## config.mk

```make
export PLATFORM = sky130hd
export DESIGN_NAME = vmspi_slave
export DESIGN_NICKNAME = d
export VERILOG_FILES = /design/src/rtl/vmspi_pkg.sv /design/src/rtl/vmspi_sync.sv /design/src/rtl/vmspi_lencheck.sv /design/src/rtl/vmspi_shifter.sv /design/src/rtl/vmspi_slave.sv
export SDC_FILE = /design/constraint.sdc
export NUM_CORES = 1
export LEC_CHECK = 0
export BUFFER_PORTS_ARGS = -buffer_cell sky130_fd_sc_hd__buf_2
export CORE_UTILIZATION = 35
export CTS_CLUSTER_DIAMETER = 60
export DETAILED_ROUTE_END_ITERATION = 6
export SLEW_MARGIN = 20
export SYNTH_ARGS = -nofsm -noshare
export SYNTH_HDL_FRONTEND = slang
export SYNTH_SLANG_ARGS = --single-unit
```

## constraint.sdc

```tcl
create_clock -name clk -period 2.4 [get_ports clk]
set_input_delay 0.12 -clock clk [delete_from_list [all_inputs] [get_ports clk]]
set_output_delay 0.12 -clock clk [all_outputs]
set_load 0.03 [all_outputs]
```

## src/rtl/vmspi_pkg.sv

```systemverilog
package vmspi_pkg;
    typedef enum logic [1:0] {
        ST_IDLE = 2'd0,
        ST_PRE  = 2'd1,
        ST_WORD = 2'd2,
        ST_EXT  = 2'd3
    } vmspi_state_e;
endpackage

```

## src/rtl/vmspi_sync.sv

```systemverilog
module vmspi_sync #(
    parameter int          W       = 3,
    parameter int          STAGES  = 2,
    parameter logic [W-1:0] RST_VAL = '0
) (
    input  logic         clk,
    input  logic         rst_n,
    input  logic [W-1:0] d_i,
    output logic [W-1:0] q_o,
    output logic [W-1:0] rise_o,
    output logic [W-1:0] fall_o
);
    logic [STAGES-1:0][W-1:0] stage_q;
    logic [W-1:0]             prev_q;

    always_ff @(posedge clk or negedge rst_n) begin
        if (!rst_n) begin
            for (int s = 0; s < STAGES; s++) stage_q[s] <= RST_VAL;
            prev_q <= RST_VAL;
        end else begin
            stage_q[0] <= d_i;
            for (int s = 1; s < STAGES; s++) stage_q[s] <= stage_q[s-1];
            prev_q <= stage_q[STAGES-1];
        end
    end

    assign q_o    = stage_q[STAGES-1];
    assign rise_o = stage_q[STAGES-1] & ~prev_q;
    assign fall_o = ~stage_q[STAGES-1] & prev_q;
endmodule

```

## src/rtl/vmspi_lencheck.sv

```systemverilog
module vmspi_lencheck #(
    parameter int WORD_W = 16,
    parameter int EXT_W  = 8
) (
    input  logic clk,
    input  logic rst_n,
    input  logic clr_i,
    input  logic word_step_i,
    input  logic ext_step_i,
    output logic word_last_o,
    output logic ext_aligned_o
);
    localparam int CNT_W = $clog2(WORD_W + 1);
    localparam int MOD_W = (EXT_W > 1) ? $clog2(EXT_W) : 1;

    logic [CNT_W-1:0] word_cnt;
    logic [MOD_W-1:0] ext_cnt;

    always_ff @(posedge clk or negedge rst_n) begin
        if (!rst_n) begin
            word_cnt <= '0;
            ext_cnt  <= '0;
        end else if (clr_i) begin
            word_cnt <= '0;
            ext_cnt  <= '0;
        end else begin
            if (word_step_i) word_cnt <= word_cnt + 1'b1;
            if (ext_step_i) begin
                if (ext_cnt == MOD_W'(EXT_W - 1)) ext_cnt <= '0;
                else                              ext_cnt <= ext_cnt + 1'b1;
            end
        end
    end

    assign word_last_o   = (word_cnt == CNT_W'(WORD_W - 1));
    assign ext_aligned_o = (ext_cnt == '0);
endmodule

```

## src/rtl/vmspi_shifter.sv

```systemverilog
module vmspi_shifter #(
    parameter int WORD_W = 16
) (
    input  logic              clk,
    input  logic              rst_n,
    input  logic              load_i,
    input  logic [WORD_W-1:0] load_val_i,
    input  logic              tx_step_i,
    input  logic              rx_step_i,
    input  logic              sdi_i,
    output logic              tx_msb_o,
    output logic [WORD_W-1:0] rx_word_o
);
    logic [WORD_W-1:0] tx_q;
    logic [WORD_W-1:0] rx_q;
    logic              si_hold_q;

    always_ff @(posedge clk or negedge rst_n) begin
        if (!rst_n) begin
            tx_q      <= '0;
            rx_q      <= '0;
            si_hold_q <= 1'b0;
        end else begin
            if (load_i)         tx_q <= load_val_i;
            else if (tx_step_i) tx_q <= {tx_q[WORD_W-2:0], si_hold_q};
            if (rx_step_i) begin
                rx_q      <= {rx_q[WORD_W-2:0], sdi_i};
                si_hold_q <= sdi_i;
            end
        end
    end

    assign tx_msb_o  = tx_q[WORD_W-1];
    assign rx_word_o = rx_q;
endmodule

```

## src/rtl/vmspi_slave.sv

```systemverilog
module vmspi_slave
    import vmspi_pkg::*;
#(
    parameter int WORD_W = 16,
    parameter int EXT_W  = 8,
    parameter int SYNC_N = 2
) (
    input  logic              clk,
    input  logic              rst_n,
    input  logic              sclk_i,
    input  logic              csn_i,
    input  logic              sdi_i,
    input  logic              therm_latch_i,
    input  logic [WORD_W-1:0] stat_word_i,
    output logic              sdo_o,
    output logic              sdo_oe_o,
    output logic [WORD_W-1:0] cmd_o,
    output logic              cmd_commit_o,
    output logic              srr_pulse_o
);
    localparam int SRR_BIT = WORD_W - 1;
    localparam int PIN_N   = 3;
    localparam logic [PIN_N-1:0] PIN_RST = 3'b010;

    logic [PIN_N-1:0] pin_q, pin_rise, pin_fall;
    logic sclk_rise, sclk_fall, cs_rise, cs_fall, cs_level, sdi_s;

    vmspi_sync #(.W(PIN_N), .STAGES(SYNC_N), .RST_VAL(PIN_RST)) u_sync (
        .clk    (clk),
        .rst_n  (rst_n),
        .d_i    ({sdi_i, csn_i, sclk_i}),
        .q_o    (pin_q),
        .rise_o (pin_rise),
        .fall_o (pin_fall)
    );

    assign sclk_rise = pin_rise[0];
    assign sclk_fall = pin_fall[0];
    assign cs_rise   = pin_rise[1];
    assign cs_fall   = pin_fall[1];
    assign cs_level  = pin_q[1];
    assign sdi_s     = pin_q[2];

    vmspi_state_e state_q, state_d;
    logic word_last, ext_aligned;
    logic word_step, ext_step, tx_step, rx_step, frame_ok;
    logic tx_msb;
    logic [WORD_W-1:0] rx_word;

    always_ff @(posedge clk or negedge rst_n) begin
        if (!rst_n) state_q <= ST_IDLE;
        else        state_q <= state_d;
    end

    always_comb begin
        state_d = state_q;
        unique case (state_q)
            ST_IDLE: if (cs_fall) state_d = ST_PRE;
            ST_PRE: begin
                if (cs_rise)        state_d = ST_IDLE;
                else if (sclk_rise) state_d = ST_WORD;
            end
            ST_WORD: begin
                if (cs_rise)                     state_d = ST_IDLE;
                else if (sclk_rise && word_last) state_d = ST_EXT;
            end
            ST_EXT: if (cs_rise) state_d = ST_IDLE;
            default: state_d = ST_IDLE;
        endcase
    end

    assign word_step = sclk_rise && !cs_rise &&
                       ((state_q == ST_PRE) || ((state_q == ST_WORD) && !word_last));
    assign ext_step  = sclk_rise && !cs_rise && (state_q == ST_EXT);
    assign tx_step   = sclk_rise && !cs_rise &&
                       ((state_q == ST_WORD) || (state_q == ST_EXT));
    assign rx_step   = sclk_fall && !cs_rise && (state_q != ST_IDLE);
    assign frame_ok  = cs_rise && (state_q == ST_EXT) && ext_aligned;

    vmspi_lencheck #(.WORD_W(WORD_W), .EXT_W(EXT_W)) u_len (
        .clk           (clk),
        .rst_n         (rst_n),
        .clr_i         (cs_fall),
        .word_step_i   (word_step),
        .ext_step_i    (ext_step),
        .word_last_o   (word_last),
        .ext_aligned_o (ext_aligned)
    );

    vmspi_shifter #(.WORD_W(WORD_W)) u_shift (
        .clk        (clk),
        .rst_n      (rst_n),
        .load_i     (cs_fall && (state_q == ST_IDLE)),
        .load_val_i (stat_word_i),
        .tx_step_i  (tx_step),
        .rx_step_i  (rx_step),
        .sdi_i      (sdi_s),
        .tx_msb_o   (tx_msb),
        .rx_word_o  (rx_word)
    );

    always_ff @(posedge clk or negedge rst_n) begin
        if (!rst_n) begin
            cmd_o        <= '0;
            cmd_commit_o <= 1'b0;
            srr_pulse_o  <= 1'b0;
        end else begin
            cmd_commit_o <= frame_ok;
            srr_pulse_o  <= frame_ok && rx_word[SRR_BIT];
            if (frame_ok) cmd_o <= rx_word;
        end
    end

    assign sdo_oe_o = !cs_level;
    assign sdo_o    = ((state_q == ST_IDLE) || (state_q == ST_PRE)) ?
                      (therm_latch_i | sdi_i) : tx_msb;
endmodule

```

# Word level (Yosys, flattened, before mapping)
# Cells that the tools add are included.
dict set report word_totals {
  elab_cells 68
  ff_bits 69
  output_inout_bits 20
  in_bits 22
}
dict set report op_classes {
  eq_ne 9
  reduce_logical 25
  mux 15
  n_addsub 2
  bitwise 5
}
# op count
set ops {}
lappend ops {{two-way mux 16 bit} 2}
lappend ops {{logical AND 1 bit} 12}
lappend ops {{two-way mux 2 bit} 6}
lappend ops {{two-way mux 5 bit} 2}
lappend ops {{two-way mux 3 bit} 3}
lappend ops {{one-hot mux 2 bit (4 select lines)} 1}
lappend ops {{nonzero test 2 bit} 4}
lappend ops {{!= test 3 bit (second input constant)} 2}
lappend ops {{adder 5 x 1 -> 5 bit (second input constant)} 1}
lappend ops {{equality test 5 x 4 -> 1 bit (second input constant)} 1}
lappend ops {{AND 2 bit} 2}
lappend ops {{equality test 2 bit (second input constant)} 2}
lappend ops {{!= test 2 bit (second input constant)} 2}
lappend ops {{NOT 2 bit} 2}
lappend ops {{AND reduction 4 bit} 1}
lappend ops {{adder 3 x 1 -> 3 bit (second input constant)} 1}
lappend ops {{equality test 3 bit (second input constant)} 1}
lappend ops {{logical NOT 1 bit} 3}
lappend ops {{logical NOT 3 bit} 1}
lappend ops {{logical OR 1 bit} 3}
lappend ops {{equality test 2 x 1 -> 1 bit (second input constant)} 1}
lappend ops {{logical NOT 2 bit} 1}
lappend ops {{two-way mux 1 bit} 1}
lappend ops {{bitwise OR 1 bit} 1}

# Logic depth before layout (Yosys ltp)
# Gate-level depths: netlist of run 1.
dict set report depth {
  depth_word 7
  depth_mapped 7
  depth_no_buf 7
}

# Modules after synthesis
# A second synthesis of run 1 with hierarchy kept.
dict set report unflattened {
  cells_unflattened 225
  area_unflattened_um2 3019.1
}
# module seq_area_each_um2 cells_each area_each_um2 n_inst
set by_module_without_submodules {}
lappend by_module_without_submodules {vmspi_shifter 800.8 104 1401.3 1}
lappend by_module_without_submodules {vmspi_slave 500.5 63 875.8 1}
lappend by_module_without_submodules {vmspi_lencheck 200.2 40 437.9 1}
lappend by_module_without_submodules {vmspi_sync 229.0 18 304.0 1}

# Least setup slack after synthesis of run 1
# OpenSTA, ideal clock, no wires.
dict set report synth_timing {
  kind {register -> register}
  from {register u_sync.prev_q[1]}
  to {register u_shift.rx_q[10], in the netlist u_shift.rx_word_o[10]}
  n_path_buf 1
  setup_time_ps 125
  synth_period_minus_slack_ps 1852
  stages_incl_launch_ff 6
  arrival_time_ps 1727
  required_time_ps 2275
  setup_slack_ps 548
  path_cell_list {dfstp_2 > nand2b_4 > o21ai_0 > nor3b_2 > buf_6 > mux2_2}
}
dict set report synth_between {
  elab_chain_len 5
}
# element line_no
set synth_lines {}
lappend synth_lines {{start: declaration} vmspi_sync.sv:14} ;# logic [W-1:0] prev_q;
lappend synth_lines {{start signal: assignment} vmspi_sync.sv:23} ;# prev_q <= stage_q[STAGES-1];
lappend synth_lines {{NOT 2 bit} vmspi_sync.sv:28} ;# assign rise_o = stage_q[STAGES-1] & ~prev_q;
lappend synth_lines {{AND 2 bit} vmspi_sync.sv:28}
lappend synth_lines {{logical NOT 1 bit} vmspi_slave.sv:77} ;# assign rx_step = sclk_fall && !cs_rise && (state_q != ST_IDLE);
lappend synth_lines {{logical AND 1 bit (2 in series)} vmspi_slave.sv:77}
lappend synth_lines {{end signal: assignment} vmspi_shifter.sv:27} ;# rx_q <= {rx_q[WORD_W-2:0], sdi_i};
lappend synth_lines {{end: declaration} vmspi_shifter.sv:15} ;# logic [WORD_W-1:0] rx_q;
# No other way between the ends.
# A chain may end at the register's enable or synchronous reset.

# Worst setup path after layout of run 1
dict set report layout_timing {
  from {register u_len.word_cnt[0]}
  to {register u_len.word_cnt[3]}
}
dict set report layout_between {
  elab_chain_len 6
  word_cells_on_any_way 9
  cone_classes {1 x add/sub; 1 x eq/ne; 2 x mux; 5 x reduce/logical}
}
# element line_no
set layout_lines {}
lappend layout_lines {{start: declaration} vmspi_lencheck.sv:16} ;# logic [CNT_W-1:0] word_cnt;
lappend layout_lines {{start signal: assignment} vmspi_lencheck.sv:27} ;# if (word_step_i) word_cnt <= word_cnt + 1'b1;
lappend layout_lines {{parallel branches: the longest is 6 deep, another holds adder 5 x 1 -> 5 bit} n/a}
# Several ways; the timed one is not identified. The select of a mux whose other input is x is not followed.

==> qor.yml, run 1 <==
sta:
  period_needed_ns: 1.89
  finalCritPeriodShare_pct: 78.6
  timing_worst_slew_pin_value_ns: 0.612
  whs_ns: 0.0124
  rsz0062_at_grt: "no"
  slew_headroom_pct: 59.2
  clock-skew-final_ns: 0.00912
  report.final.hold_viol_count: 0
  finalSetupTns_ns: 0
  finalSetupViolations: 0
  max_freq_mhz: 530
  slew_violations: 0
die:
  io_pins: 42
  die_h_um: 91.0
  die_x_um: 91.0
  rows: 32
  fp.coreArea_um2: 7690
  initial_utilization_pct: 36.1
  die-area_um2: 8290
synth:
  synth_warnings: 0
  synth-compound-area-share_pct: 7.80
  netlist.area_leader.share_pct: 58.6
  yosys.area_share.simple_pct: 11.0
  synth.cell_area_um2: 2780
  synth.yosys.seq_area_share_pct: 61.5
  ys_seq_elements: 68
  synth_top_family_by_area: "multiplexers"
  muxShareOfSynthArea_pct: 13.7
  synth_area_per_cell_um2: 12.7
  synth_xor_area_share_pct: 0.631
  synth_area_leader_cell: "dfrtp_1"
  synth_fa_ha_area_share_pct: 2.25
  synth_top_cells_by_area: "dfrtp_1, mux2_2, nand2_1"
  syn_nets: 245
  synthesis.instances: 218
  yosysUniqueCellTypes: 36
worst_setup_path:
  worst-path-stages: 7
  critical-path-max-stage-delay_ns: 0.41
  r2r_end: "u_len.word_cnt[3]$_DFFE_PN0P_"
  end_kind: "flop"
  worstReg2RegStart: "u_len.word_cnt[0]$_DFFE_PN0P_"
  cp-endpoint: "u_len.word_cnt[3]$_DFFE_PN0P_"
  critPathLaunch: "u_len.word_cnt[0]$_DFFE_PN0P_"
  required_ns: 2.67
  worstSetupStartpointType: "flop"
  cp_top_family: "simple AND/OR/NAND/NOR gates"
  worstRegToRegCells: 7
  worstPathMaxFanout: 8
  path_class: "reg -> reg"
  cpMostUsedCell: "ha_1"
  cp_num_buf_inv: 1
  arrival_ns: 2.16
  crit_slowest_cell: "dfrtp_1"
  path_cells: "ha_1, and3_1, ha_1, inv_1, o2111ai_2, or3_1, a21oi_1"
  reg2reg_slack_ns: 0.51
route:
  antenna_left: 0
  vias: 1789
  avgRoutedWirePerCell_um: 12.4
  drc: 0
  viasPerCell: 4.67
  drtIter0Drc: 101
  dr.pass1.iters: 4
  routed_wl_um: 4730
global_route:
  grt_pass1_wl_um: 8490
  grt_busiest_layer: "met2"
  grt_pass1_vias: 1753
  grtUsageMet1_pct: 17.7
  grt_start_max_net_pins: 69
  overflow: 0
  antenna_found_initial: 0
  met3_usage_pct: 4.10
  grt_util_all_layers_pct: 13.2
  grtUsageMet2_pct: 18.8
final_layout:
  stdcell_area_um2: 3400
  layout_commonest_cell: "dfrtp_1"
  antenna_cells: 0
  layout-drive-gt1-share_pct: 37.0
  final_core_utilization_pct: 44.2
  layout_common_cells: "dfrtp_1, buf_2, nand2_1, mux2_2, a22oi_1"
  syn_to_final_growth_pct: 22.5
  final_nets: 303
power_and_ir_drop:
  ir_drop_mv: 0.412
  seq_power_share_pct: 51.4
  cellLeakagePower_nw: 1.71
  p_clk_share_pct: 30.1
  p_sw_w: 0.000924
  p_comb_share_pct: 18.5
  totalPowerFinal_w: 0.00306
  power_density_nw_per_um2: 900
  internal_power_w: 0.00213
  switching_share_pct: 30.2
cts:
  clockRootBuffer: "clkbuf_8"
  cts.clk_slew.worst_paths_ns: 0.07
  cts_buffers: 9
  clk_latency_ns: 0.34
  ctsHoldBuffers: 10
  cts_tree: "done"
  htree_num_levels: 3
  clk_path_buf_depth: 2
  cts_resized: 0
  cts_setup_buffers: 0
  cts.sinks: 68
placement:
  placed_cell_area_um2: 3110
  post-dp-hpwl_um: 3000
  port_buffers: 41
  gp_congestion: 0.722
min_path:
  min_path_type: "in -> reg"
run_status:
  outcome: "complete, no violations"
job:
  max-cap-violations: 0
[sequential cells by signal (all words and copies together), names as in the netlist]
signal / flops
cmd_commit_o: 1
state_q: 2
u_sync.prev_q: 2
u_sync.q_o: 3
u_sync.stage_q: 3
u_shift.rx_word_o: 16
u_shift.tx_q: 16
srr_pulse_o: 1
u_len.ext_cnt: 3
cmd_o: 16
u_len.word_cnt: 5
[through the flow]
| step | cells | setup slack, ns |
|---|---|---|
| 2_1_floorplan | 218 | 0.548 |
| 3_3_place_gp | 357 | 0.581 |
| 3_5_place_dp | 357 | 0.514 |
| 4_1_cts | 383 | 0.505 |
| 5_1_grt | 383 | 0.375 |
| 6_report | 383 | 0.513 |
[power groups by stage]
stage	registers (W)	logic (W)	clock network, W
3_5_place_dp	0.00159	0.000565	0
3_3_place_gp	0.00159	0.000546	0
2_1_floorplan	0.00161	0.000364	0
5_1_grt	0.00162	0.000636	0.00100
4_1_cts	0.00158	0.000576	0.000945
6_report	0.00157	0.000565	0.000922
[worst register-to-register path, stage by stage, from the launching register on]
cell and delay (ns):
dfrtp_1 0.41, ha_1 0.21, and3_1 0.18, ha_1 0.19, inv_1 0.07, o2111ai_2 0.21
or3_1 0.40, a21oi_1 0.14
[layout make-up]
class,instances,area [um^2]
Clock buffer,10,128
Clock inverter,6,65.1
Fill cell,733,4290
Inverter,9,33.8
Multi-Input combinational cell,132,983
Sequential cell,68,1710
Tap cell,102,128
Timing Repair Buffer,56,355
[how the worst min path moves through the flow]
stage	start	endpoint	cells after the start
floorplan	rst_n	cmd_commit_o$_DFF_PN0_	0
global placement	rst_n	cmd_o[3]$_DFFE_PN0N_	2
detailed placement	rst_n	cmd_o[5]$_DFFE_PN0N_	2
CTS	stat_word_i[10]	u_shift.tx_q[10]$_DFFE_PN0P_	3
global route	stat_word_i[1]	u_shift.tx_q[1]$_DFFE_PN0P_	3
finish	stat_word_i[2]	u_shift.tx_q[2]$_DFFE_PN0P_	3
[routing by layer]
metal	vias up	share of wire, %	wire (um)
li1	874	-	-
met1	868	50	2370
met2	37	44	2060
met3	10	4.0	187
met4	0	2.4	112
met5	-	0	0
[cells in the mapped netlist]
library cell	number
a21boi_0	1
nor4b_2	1
mux2i_1	2
xor2_1	2
o221a_2	1
or2_2	1
nor2_1	5
or3_1	3
nor3b_2	1
buf_6	1
and3_1	2
nand2b_4	1
and2b_1	1
or3b_2	1
buf_2	3
buf_1	1
nor4_4	1
ha_1	5
a31oi_1	1
a221oi_1	1
dfstp_2	3
nand2_1	38
o21ai_0	5
buf_4	2
inv_1	9
o2111ai_2	1
a21oi_1	6
clkbuf_1	2
nor3_1	1
nand3_1	1
nand4_1	1
and2_1	1
a22oi_1	15
nor2b_1	1
mux2_2	32
dfrtp_1	65
[cell families (layout without fill, tap and decap cells)]
group | count (synthesis) | in the layout
flip-flops | 68 | 68
AND/OR/NAND/NOR | 60 | 60
multiplexers | 34 | 34
AO/OA/AOI/OAI | 31 | 31
buffers and inverters | 18 | 81
adder cells (fa/ha/maj) | 5 | 5
XOR/XNOR | 2 | 2
Power figures use the tool's default switching activity.
==> inputs of run 2 (changes only) <==
- clock period: 2.4 -> 1.8 ns (I/O delays scaled with it)
==> run 2 against run 1 <==
  * Worst setup slack lost 0.45 ns
  * Sequential cell count is the same
  * Non-clock buffer count grew 22
  * Sequential share of layout area shrank 3.2 points
  * Global-route usage shrank 0.19 points
  * Cell count grew 5.5%
  * Register-to-register slack lost 0.45 ns
  * First-iteration DRC count shrank 36%
  * Power grew 32%
  * Highest routed layer unchanged
==> qor.yml, run 2 (synthesis results as in run 1) <==
worst_setup_path:
  critical-path-max-stage-delay_ns: 0.54  # +0.13 ns
  crit_slowest_cell: "dfstp_2"
  end_kind: "flop"
  path_class: "reg -> reg"
  worstPathMaxFanout: 8  # unchanged
  worstRegToRegCells: 5  # -2
  required_ns: 2.02  # -0.65 ns
  path_cells: "nand2b_4, o21ai_2, nor3b_4, clkbuf_16, mux2_2"
  arrival_ns: 1.96  # -0.20 ns
  worstSetupStartpointType: "flop"
die:
  rows: 32  # unchanged
  die_x_um: 91.0  # unchanged
  die-area_um2: 8290  # unchanged
  io_pins: 42  # unchanged
  fp.coreArea_um2: 7690  # unchanged
  initial_utilization_pct: 36.1  # unchanged
  die_h_um: 91.0  # unchanged
placement:
  placed_cells: 365  # +2.2%
  gp_congestion: 0.726  # +0.58%
  port_buffers: 41  # unchanged
  post-dp-hpwl_um: 3120  # +4.2%
  placed_cell_area_um2: 3200  # +2.9%
  pre_cts_ws_ns: 0.00614  # -0.508 ns
cts:
  clk_path_buf_depth: 2  # unchanged
  cts_tree: "done"
  cts.sinks: 68  # unchanged
  htree_num_levels: 3  # unchanged
  cts.clk_slew.worst_paths_ns: 0.07  # about the same
  clockRootBuffer: "clkbuf_8"
  clk_latency_ns: 0.33  # about the same
  cts_buffers: 9  # unchanged
power_and_ir_drop:
  totalPowerFinal_w: 0.00403  # +32%
  ir_drop_mv: 0.564  # +37%
  cellLeakagePower_nw: 1.82  # +6.5%
  power_density_nw_per_um2: 1110  # +23%
global_route:
  antenna_found_initial: 0  # unchanged
  grt_util_all_layers_pct: 13.0  # -0.19 points
  grt_pass1_wl_um: 8390  # -1.2%
  grt_pass1_vias: 1858  # +6.0%
  grt_start_max_net_pins: 69  # unchanged
  overflow: 0  # unchanged
sta:
  clock-skew-final_ns: 0.00629  # -0.00284 ns
  timing_worst_slew_pin_value_ns: 0.613  # +0.00166 ns
  slew_violations: 0  # unchanged
  finalSetupViolations: 0  # unchanged
  period_needed_ns: 1.74  # -0.148 ns
  max_freq_mhz: 575  # +8.5%
  slew_headroom_pct: 59.0  # -0.20 points
  finalCritPeriodShare_pct: 96.6  # +18 points
  layout_setup_ws_ns: 0.0612  # -0.452 ns
  report.final.hold_viol_count: 0  # unchanged
min_path:
  min_path_cells: 3  # unchanged
  min_path_type: "in -> reg"
run_status:
  outcome: "complete, no violations"
final_layout:
  seq_area_um2: 1710  # unchanged
  antenna_cells: 0  # unchanged
  final_cell_count_no_fill: 404  # +5.5%
  layout_common_cells: "dfrtp_1, buf_2, nand2_1, mux2_2, dlygate4sd3_1"
  layout-drive-gt1-share_pct: 39.7  # +2.7 points
  stdcell_area_um2: 3630  # +6.7%
  syn_to_final_growth_pct: 30.7
  final_nets: 325  # +7.3%
  layout_commonest_cell: "dfrtp_1"
  multiInputGateArea_um2: 1010  # +2.4%
  fill_cells: 714  # -2.6%
route:
  antenna_left: 0  # unchanged
  routed_wl_um: 5080  # +7.3%
  drc: 0  # unchanged
  drtIter0Drc: 65  # -36%
  avgRoutedWirePerCell_um: 12.6  # +1.8%
  viasPerCell: 4.60  # -1.5%
  dr.pass1.iters: 5  # +1
  vias: 1859  # +3.9%
job:
  max-cap-violations: 0  # unchanged
==> run 2: cell count changes in the layout (fill, tap and decap cells not counted), moves of 2 or more <==
cell	previous run	this run
buf_12	1	3
buf_4	4	14
clkinv_2	2	4
o21ai_1	0	2
o21ai_0	5	2
dlygate4sd3_1	10	19
==> run 2: critical path, delay by kind of cell, from the launching register on <==
family / cells / cell delay, ns
AND/OR/NAND/NOR: 2 / 0.47
AO/OA/AOI/OAI: 1 / 0.07
multiplexers: 1 / 0.32
flip-flops: 1 / 0.54
buffers and inverters: 1 / 0.22
==> run 2: where the power goes <==
| part | internal, W | switching (W) | leakage, nW |
|---|---|---|---|
| clock | 0.000522 | 0.000544 | 0.0917 |
| sequential | 0.00187 | 0.000231 | 0.886 |
| combinational | 0.000414 | 0.000452 | 0.844 |
==> run 2: path summary, 6_finish.rpt <==
| kind | start | endpoint | slack (ns) |
|---|---|---|---|
| worst max-delay path | u_sync.prev_q[1]$_DFF_PN1_ | u_shift.rx_word_o[1]$_DFFE_PN0P_ | 0.06 |
| worst max register to register | u_sync.prev_q[1]$_DFF_PN1_ | u_shift.rx_word_o[1]$_DFFE_PN0P_ | 0.06 |
| worst min register to register | u_sync.stage_q[2]$_DFF_PN0_ | u_sync.q_o[2]$_DFF_PN0_ | 0.35 |
| worst min-delay path | stat_word_i[2] | u_shift.tx_q[2]$_DFFE_PN0P_ | 0.02 |
| max in group asynchronous | rst_n | u_sync.stage_q[1]$_DFF_PN1_ | 1.17 |
| min in group asynchronous | rst_n | cmd_commit_o$_DFF_PN0_ | 0.29 |
==> run 2: layout make-up <==
class                           instances  area share [%]
Clock buffer                           10            3.80
Clock inverter                          5           0.794
Inverter                                9           0.932
Multi-Input combinational cell        132            27.8
Sequential cell                        68            47.0
Tap cell                              102            3.52
Timing Repair Buffer                   78            16.1
==> run 2: per-stage QoR <==
step                      hold WS [ns]  setup TNS [ns]  utilization (%)
after detailed placement         0.140               0             41.6
after floorplan                 -0.206               0                -
after global routing            0.0197        -0.00296             47.2
after global placement           0.142               0             41.6
final                           0.0169               0             47.2
after CTS                     0.000911               0             46.4
==> run 2: timing repair <==
action                                  in CTS  in global routing
pin swaps                                    0                  3
gates resized for setup                      1                  5
setup buffers                                0                  4
endpoints found under the setup margin       1                 21
hold buffers                                19                  0
endpoints found under the hold margin       83                  0
gates cloned                                 0                  1
==> run 2: layer usage <==
metal,vias up,track usage (%),part of all wire (%)
met5,-,0,0
met4,0,6.75,1.6
met3,7,3.94,3.3
met2,30,20.6,48
met1,905,16.0,47
li1,917,-,-
